**src/rtl/hostlink_hs.sv**
```systemverilog
module hostlink_hs #(
  parameter int PAD_BYTES    = 1,
  parameter int SLEEP_CYCLES = 200000,
  parameter int GUARD_CYCLES = 600000
) (
  input  logic       clk,
  input  logic       rst_n,
  input  logic [7:0] tx_data,
  input  logic       tx_valid,
  input  logic       tx_last,
  output logic       tx_ready,
  output logic [7:0] rx_data,
  output logic       rx_valid,
  input  logic       spi_sck,
  input  logic       spi_cs_n,
  input  logic       spi_mosi,
  output logic       spi_miso,
  input  logic       wake_n,
  output logic       irq_n,
  output logic       sleep_req
);
  localparam int TMAX = (SLEEP_CYCLES > GUARD_CYCLES) ? SLEEP_CYCLES : GUARD_CYCLES;
  localparam int CW = $clog2(TMAX + 1);
  localparam int PW = $clog2(PAD_BYTES + 1);

  typedef enum logic [1:0] {ST_IDLE, ST_ACTIVE, ST_PEND, ST_SLEEP} st_t;

  st_t st;
  logic seen;
  logic [CW-1:0] tmr;

  logic [1:0] wk_sy, ck_sy, cs_sy, mo_sy;
  logic ck_q, cs_q;
  wire wk_s = wk_sy[1];
  wire mo_s = mo_sy[1];
  wire sel = ~cs_sy[1];
  wire sel_start = sel & cs_q;
  wire sck_rise = ck_sy[1] & ~ck_q;
  wire sck_fall = ~ck_sy[1] & ck_q;
  wire want = ~wk_s | tx_valid;

  always_ff @(posedge clk or negedge rst_n)
    if (!rst_n) begin
      wk_sy <= 2'b11; ck_sy <= 2'b11; cs_sy <= 2'b11; mo_sy <= 2'b11;
      ck_q <= 1'b1; cs_q <= 1'b1;
    end else begin
      wk_sy <= {wk_sy[0], wake_n};
      ck_sy <= {ck_sy[0], spi_sck};
      cs_sy <= {cs_sy[0], spi_cs_n};
      mo_sy <= {mo_sy[0], spi_mosi};
      ck_q <= ck_sy[1];
      cs_q <= cs_sy[1];
    end

  always_ff @(posedge clk or negedge rst_n)
    if (!rst_n) begin
      st <= ST_IDLE; seen <= 1'b0; tmr <= '0;
    end else begin
      case (st)
        ST_IDLE:
          if (want) begin st <= ST_ACTIVE; seen <= 1'b0; end
        ST_ACTIVE:
          if (!wk_s) seen <= 1'b1;
          else if (seen) begin
            seen <= 1'b0;
            if (!tx_valid) begin st <= ST_PEND; tmr <= '0; end
          end
        ST_PEND:
          if (want) begin st <= ST_ACTIVE; seen <= 1'b0; end
          else if (tmr == CW'(SLEEP_CYCLES - 1)) begin st <= ST_SLEEP; tmr <= '0; end
          else tmr <= tmr + 1'b1;
        default:
          if (tmr == CW'(GUARD_CYCLES - 1)) st <= ST_IDLE;
          else tmr <= tmr + 1'b1;
      endcase
    end

  assign irq_n = (st != ST_ACTIVE);
  assign sleep_req = (st == ST_SLEEP);

  logic [2:0] bit_cnt;
  logic [7:0] rx_sh, tx_sh;
  logic [PW-1:0] pad_cnt;
  logic pkt_done, miso_q;

  wire fetch_ok = (st == ST_ACTIVE) && seen && tx_valid && !pkt_done && (pad_cnt == '0);
  wire byte_start = sel && sck_fall && (bit_cnt == 3'd0);
  assign tx_ready = byte_start && fetch_ok;
  wire [7:0] next_byte = tx_ready ? tx_data : 8'hFF;
  wire [7:0] rx_word = {rx_sh[6:0], mo_s};

  always_ff @(posedge clk or negedge rst_n)
    if (!rst_n) begin
      bit_cnt <= '0; rx_sh <= '0; tx_sh <= 8'hFF; pad_cnt <= '0;
      pkt_done <= 1'b0; miso_q <= 1'b1; rx_valid <= 1'b0; rx_data <= '0;
    end else begin
      rx_valid <= 1'b0;
      if (tx_ready && tx_last) pkt_done <= 1'b1;
      else if (!seen) pkt_done <= 1'b0;
      if (!sel) begin
        bit_cnt <= '0;
        miso_q <= 1'b1;
      end else begin
        if (sel_start) pad_cnt <= PW'(PAD_BYTES);
        if (sck_fall) begin
          if (bit_cnt == 3'd0) begin
            miso_q <= next_byte[7];
            tx_sh <= {next_byte[6:0], 1'b1};
            if (pad_cnt != '0) pad_cnt <= pad_cnt - 1'b1;
          end else begin
            miso_q <= tx_sh[7];
            tx_sh <= {tx_sh[6:0], 1'b1};
          end
        end
        if (sck_rise) begin
          rx_sh <= rx_word;
          bit_cnt <= bit_cnt + 1'b1;
          if (bit_cnt == 3'd7 && rx_word != 8'hFF) begin
            rx_valid <= 1'b1;
            rx_data <= rx_word;
          end
        end
      end
    end

  assign spi_miso = miso_q;

  p_rx_not_dummy_r7: assert property (@(posedge clk) disable iff (!rst_n)
    rx_valid |-> rx_data != 8'hFF);
  p_rx_single_r7: assert property (@(posedge clk) disable iff (!rst_n)
    rx_valid |=> !rx_valid);
  p_sleep_entry_r9: assert property (@(posedge clk) disable iff (!rst_n)
    $rose(sleep_req) |-> $past(irq_n));
  p_sleep_exit_r10: assert property (@(posedge clk) disable iff (!rst_n)
    $fell(sleep_req) |-> irq_n);
  p_ready_in_session_r8: assert property (@(posedge clk) disable iff (!rst_n)
    tx_ready |-> !irq_n);
  p_idle_line_r6: assert property (@(posedge clk) disable iff (!rst_n)
    (cs_sy[1] && cs_q) |-> spi_miso);
endmodule

```
**config.mk**
```make
export PLATFORM = sky130hd
export DESIGN_NAME = hostlink_hs
export DESIGN_NICKNAME = d
export VERILOG_FILES = /design/src/rtl/hostlink_hs.sv
export SDC_FILE = /design/constraint.sdc
export NUM_CORES = 1
export LEC_CHECK = 0
export BUFFER_PORTS_ARGS = -buffer_cell sky130_fd_sc_hd__clkbuf_2
export CORE_MARGIN = 2
export CORE_UTILIZATION = 35
export CTS_CLUSTER_DIAMETER = 80
export DETAILED_ROUTE_END_ITERATION = 8
export GPL_ROUTABILITY_DRIVEN = 0
export PLACE_DENSITY = 0.52
export SYNTH_ARGS = -nofsm -noshare
export SYNTH_HDL_FRONTEND = slang
export SYNTH_SLANG_ARGS = --single-unit
```
**constraint.sdc**
```tcl
create_clock -name clk -period 3.6 [get_ports clk]
set_clock_uncertainty 0.1 [all_clocks]
set_input_delay 0 -clock clk [delete_from_list [all_inputs] [get_ports clk]]
set_output_delay 0 -clock clk [all_outputs]
set_load 0.005 [all_outputs]
```
==> out/results.txt, run 1 <==
PortBufs -> 28
Final worst-path cycle share -> 73.3%
CTS buffer count -> 9
Core area -> 8300 µm²
Mapped Cells -> 279
RSZ-0062 raised after global routing -> false
Dpl ws -> 0.988 ns
CTS clk-pin slew, worst paths -> 0.07 ns
Final core occ -> 43.5%
Layout Cells excl Fill -> 437
Fraction of registers with async set or reset after synthesis -> 100%
Arrival @ worst endpoint -> 2.76 ns
Worst EP required -> 3.72 ns
Post-synth EDFFs -> 0
Crit-path max FO -> 14
Setup TNS -> 0 ns
Worst Tran Pin Value -> 0.871 ns
Worst Reg-to-Reg Cells -> 6
Antenna cells -> 0
# rows -> 33
Worst hold path class -> in -> async
Syn nets -> 303
Seq/Total Area, Yosys -> 52.3%
Antenna violations before repair -> 0
GRT Total Usage -> 14.0%
Hold-fix buffers, CTS -> 15
Worst-Skew Late Latency -> 0.34 ns
Total grt overflow -> 0
H-tree depth -> 3
WL final -> 6.20 mm
Peak Freq -> 0.379 GHz
Yosys cell types -> 51
Setup ws final -> 0.961 ns
Leak -> 1.62 nW
Via density -> 5.15
Post-route ant nets -> 0
DRC Markers -> 0
WL/cell -> 14.2 µm
Drt first-iter violations -> 61
Vias in the first global route -> 2214
Yosys warning count -> 0
CTS sink cnt -> 62
Fin nets -> 351
Routed vias -> 2252
TritonRoute pass-1 iters -> 4
Dpl cells -> 406
Die Height -> 96.8 µm
#FFs+latches synth -> 62
Startpoint Class -> flop
Largest net degree at the start of global routing -> 34
Fin. Hold Viols -> 0
Initial Utilization -> 36.3%
Max_cap viols -> 0
Clock Path Buffers -> 2
Share of layout cells above drive strength 1 -> 27.7%
Top_reg_cell synth -> dfrtp_1
Area growth, synth to finish -> 19.8%
Post-CTS setup buffer count -> 0
Critical path class -> reg -> reg
Normalized max-slew margin -> 41.7%
Final HPWL DP -> 4.21 mm
Final Setup Violations -> 0
Final Slew Violations -> 0
PostCTS Resize Cnt -> 0
Root Buffer -> clkbuf_8
PwrDens -> 639 nW/µm²
CTS tree -> yes
Post-Syn Area per Cell -> 10.8 µm²
Critical Path End Type -> flop
Min Clock Period, post-route -> 2.64 ns
First-pass GRT wire length -> 10.7 mm
Status -> complete, no violations
Io pins -> 29
DIE AREA -> 9360 µm²
DIE WIDTH -> 96.8 µm
Post-Syn Area -> 3010 µm²
Peak supply drop -> 0.339 mV
cells in the final DEF, fill, tap and decap left out, drive strengths merged, types with 2 or more instances in the layout:
master,instances
and3,5
o22ai,9
or2,2
a22o,7
dfstp,18
a21boi,2
buf,3
nor4,3
bufinv,2
nor2,23
inv,12
dlygate4sd3,15
o41ai,2
a21o,5
o311ai,2
nand2b,4
ha,8
nand4,7
nand2,24
a22oi,6
a21oi,9
o2bb2ai,2
or3,3
o21ai,13
clkbuf,38
nor3,4
nand3,13
clkinv,3
nor2b,4
o211ai,3
dfrtp,44
a31oi,3
mux2,16
mux2i,3
o31ai,3
Yosys cell counts, drive strengths merged (2+ instances only):
library cell  instances  share of area (%)
o2bb2ai               2               0.58
o22ai                 9                1.9
buf                   5                1.5
nor2b                 4               0.83
a21o                  5                1.3
or2                   2               0.42
o21ai                13                2.2
a22oi                 6                1.8
or3                   3               0.62
dfrtp                44                 37
mux2                 16                6.0
and3                  5                1.0
nor4                  3                1.1
o41ai                 2               0.58
a21oi                 9                1.5
a31oi                 3               0.83
a22o                  7                2.0
ha                    8                3.3
nand2                24                3.0
nor2                 23                2.9
nor3                  4               0.66
mux2i                 3                1.0
clkbuf                4               0.54
nand2b                4               0.83
nand4                 7                1.5
inv                  12                1.5
o211ai                3               0.75
a21boi                2               0.50
nand3                13                2.2
o311ai                2               0.58
dfstp                18                 16
o31ai                 3               0.75
worst paths after layout:
path,startpoint,endpoint,slack (ns)
min in group clk,wake_n,wk_sy[0],0.19
worst max-delay path,st[0],tmr[11],0.96
worst min register to register,ck_sy[0],ck_sy[1],0.25
worst max register to register,st[0],tmr[11],0.96
max in group asynchronous,rst_n,ck_sy[0],2.28
worst min-delay path,rst_n,rx_data[1],0.16
critical path: stages (launching register included):
cell	delay [ns]
dfrtp_1	0.46
inv_1	0.12
ha_1	0.35
nor2b_1	0.17
a31oi_2	0.58
nand2_1	0.34
o311ai_0	0.40
flip-flops by register name (all words and copies together), names as in the netlist:
register,count
st,2
wk_sy,2
cs_sy,2
tx_sh,7
tmr,20
rx_data,8
mo_sy,2
pkt_done,1
rx_sh,7
bit_cnt,3
seen,1
cs_q,1
pad_cnt,1
rx_valid,1
spi_miso,1
ck_sy,2
ck_q,1
through the flow:
| step | hold WS [ns] | total power (W) | cell area, µm² |
|---|---|---|---|
| detailed placement | -0.0108 | 0.00164 | 3240 |
| finish | 0.161 | 0.00231 | 3610 |
| CTS | 0.168 | 0.00234 | 3610 |
| global placement | -0.0101 | 0.00163 | 3240 |
| floorplan | -0.396 | 0.00149 | 3010 |
| global route | 0.187 | 0.00248 | 3610 |
cell type report:
type | count | area, µm²
Clock buffer | 10 | 128
Clock inverter | 6 | 86.3
Fill cell | 799 | 4690
Inverter | 12 | 45.0
Multi-Input combinational cell | 196 | 1330
Sequential cell | 62 | 1570
Tap cell | 105 | 131
Timing Repair Buffer | 46 | 313
cell families (layout without fill, tap and decap cells):
family,Yosys count,count (layout),synth area share (%)
AOI/OAI and AO/OA,70,70,16.6
adders and majority gates,8,8,3.32
DFF,62,62,52.3
xor gates and xnor gates,1,1,0.291
muxes,19,19,6.98
buffers and inverters,21,74,3.57
and+or+nand+nor,98,98,17.0
routing by layer:
| layer | GRT usage [%] | vias to the layer above | share of wire [%] |
|---|---|---|---|
| met1 | 18.4 | 1083 | 48 |
| met2 | 21.9 | 50 | 47 |
| met3 | 4.12 | 6 | 4.0 |
| met4 | 5.42 | 0 | 1.1 |
| li1 | - | 1113 | - |
| met5 | 0 | - | 0 |
power by group:
part,internal (W),switching [W]
registers,0.000822,0.000121
logic,0.000276,0.000419
clock network,0.000389,0.000280
total,0.00149,0.000820
No activity file was read; power rests on OpenSTA's default activity.
==> run 2: changes to the inputs <==
--- a/config.mk
+++ b/config.mk
@@ -11,7 +11,7 @@
 export CTS_CLUSTER_DIAMETER = 80
 export DETAILED_ROUTE_END_ITERATION = 8
 export GPL_ROUTABILITY_DRIVEN = 0
-export PLACE_DENSITY = 0.52
+export PLACE_DENSITY = 0.54
 export SYNTH_ARGS = -nofsm -noshare
 export SYNTH_HDL_FRONTEND = slang
 export SYNTH_SLANG_ARGS = --single-unit
==> constraint.sdc (replaced) <==
create_clock -name clk -period 2.22 [get_ports clk]
set_clock_uncertainty 0.1 [all_clocks]
set_input_delay 0 -clock clk [delete_from_list [all_inputs] [get_ports clk]]
set_output_delay 0 -clock clk [all_outputs]
set_load 0.005 [all_outputs]
==> run 2 against run 1 <==
Die area is the same. Register-to-register slack worse by 0.90 ns. Critical path depth stayed put. Maximum frequency is 22% higher. Count of clock-buffer cells in the layout unchanged. Flip-flop and latch count is the same. Sequential power increased by 57%. Critical path type unchanged. Largest power group is now combinational logic.
==> out/results.txt, run 2 (synthesis gave the netlist of run 1 again) <==
Final instance area -> 3910 µm²
Fin nets -> 384
Worst hold path class -> in -> reg
Filler cell count -> 784
Max_cap viols -> 0
Via density -> 5.13
Critical path origin -> tmr[6]
Critical Path End Type -> flop
WL final -> 6.69 mm
Critical path class -> reg -> reg
Arrival @ worst endpoint -> 2.29 ns
Total Power -> 0.00416 W
DRC Markers -> 0
PortBufs -> 28
Leak -> 1.80 nW
Antenna cells -> 0
DIE AREA -> 9360 µm²
R2R setup slack -> 0.06 ns
DIE WIDTH -> 96.8 µm
# rows -> 33
Hold slack final -> 0.0765 ns
Peak supply drop -> 0.673 mV
Core area -> 8300 µm²
Worst Tran Pin Value -> 0.784 ns
Largest net degree at the start of global routing -> 63
Setup ws final -> 0.0600 ns
Dpl cells -> 440
Final HPWL DP -> 4.54 mm
Crit-path max FO -> 5
Worst-Skew Late Latency -> 0.35 ns
TritonRoute pass-1 iters -> 4
Worst R2R End -> st[0]
H-tree depth -> 3
WL/cell -> 14.2 µm
Dpl ws -> 0.0198 ns
Placed inst area -> 3510 µm²
Post-route ant nets -> 0
First-pass GRT wire length -> 11.7 mm
RSZ-0062 raised after global routing -> true
Reg-to-reg startpoint -> tmr[6]
GRT Total Usage -> 15.3%
PwrDens -> 1060 nW/µm²
CTS buffer count -> 9
Min Clock Period, post-route -> 2.16 ns
CP max stage delay -> 0.55 ns
Io pins -> 29
Final Slew Violations -> 0
Antenna violations before repair -> 0
CTS tree -> yes
CP endpoint -> st[0]
Layout Cells excl Fill -> 470
Normalized max-slew margin -> 47.7%
Fin. Hold Viols -> 0
Startpoint Class -> flop
Worst EP required -> 2.35 ns
Final Setup Violations -> 0
Routed vias -> 2410
Drt first-iter violations -> 121
Final worst-path cycle share -> 97.3%
CTS sink cnt -> 62
Root Buffer -> clkbuf_8
Hold path depth -> 5
Regs by FF count -> tmr (20), rx_data (8)
Status -> complete, no violations
Largest register FFs -> 20
Total grt overflow -> 0
Clock Path Buffers -> 2
Crit-path cells -> or4b_4, nor4_4, buf_4, nand3_1, a21oi_2, mux2_4
Crit-path slowest cell -> or4b_4
Largest register by flop count -> tmr
Most frequent cells in the layout -> dfrtp_1 (44), buf_4 (35), clkbuf_2 (28), nand2_1 (23), nor2_1 (22)
Vias in the first global route -> 2357
Share of layout cells above drive strength 1 -> 37.3%
Commonest non-fill, non-tap cell in the layout -> dfrtp_1
Initial Utilization -> 36.3%
Die Height -> 96.8 µm
Area growth, synth to finish -> 30.0%
Peak Freq -> 0.463 GHz
Worst Reg-to-Reg Cells -> 6
CTS clk-pin slew, worst paths -> 0.07 ns
run 2: changes by cell type in the layout (fill, tap and decap cells not counted), sizes merged:
cell	previous run	this run
inv	12	13
dlygate4sd3	15	14
bufinv	2	1
buf	3	37
clkinvlp	1	3
clkinv	3	1
run 2: how the worst min path moves through the flow:
stage / from / endpoint
final: tx_valid / seen
after global routing: tx_valid / seen
after CTS: tx_valid / seen
after detailed placement: wake_n / wk_sy[0]
after global placement: wake_n / wk_sy[0]
after floorplan: rst_n / bit_cnt[0]
run 2: final cells by class:
class                           count  area [µm²]  area share (%)
Inverter                           12        45.0            1.15
Tap cell                          105         131            3.36
Clock inverter                      6        70.1            1.79
Multi-Input combinational cell    196        1380            35.3
Sequential cell                    62        1570            40.2
Timing Repair Buffer               79         574            14.7
Clock buffer                       10         138            3.52
run 2: metrics by stage:
step           util (%)  TNS, ns
2_1_floorplan         -        0
3_3_place_gp       42.3        0
3_5_place_dp       42.3        0
4_1_cts            46.5        0
5_1_grt            47.2  -0.0469
6_report           47.2        0
run 2: critical path: cells and delay by family (launching register included):
kind,cells,cell delay (ns)
AOI/OAI and AO/OA,1,0.21
and+or+nand+nor,3,0.83
muxes,1,0.31
buffers and inverters,1,0.20
DFF,1,0.39
run 2: what timing repair did:
item	4_1_cts	5_1_grt
hold endpoints to repair	57	0
hold buffers	14	0
resized for setup	0	14
setup endpoints to repair	0	20
buffers inserted	0	0
run 2: routing by layer:
| layer | part of all wire, % | GRT usage [%] | vias to the layer above | wire, µm |
|---|---|---|---|---|
| li1 | - | - | 1191 | - |
| met2 | 48 | 24.3 | 50 | 3210 |
| met5 | 0 | 0 | - | 0 |
| met3 | 3.6 | 5.06 | 8 | 242 |
| met4 | 0.84 | 3.68 | 0 | 56 |
| met1 | 48 | 20.2 | 1161 | 3180 |
run 2: power by group:
part,switching [W],internal (W)
registers,0.000152,0.00133
clock network,0.000485,0.000554
logic,0.000855,0.000780
total,0.00149,0.00267
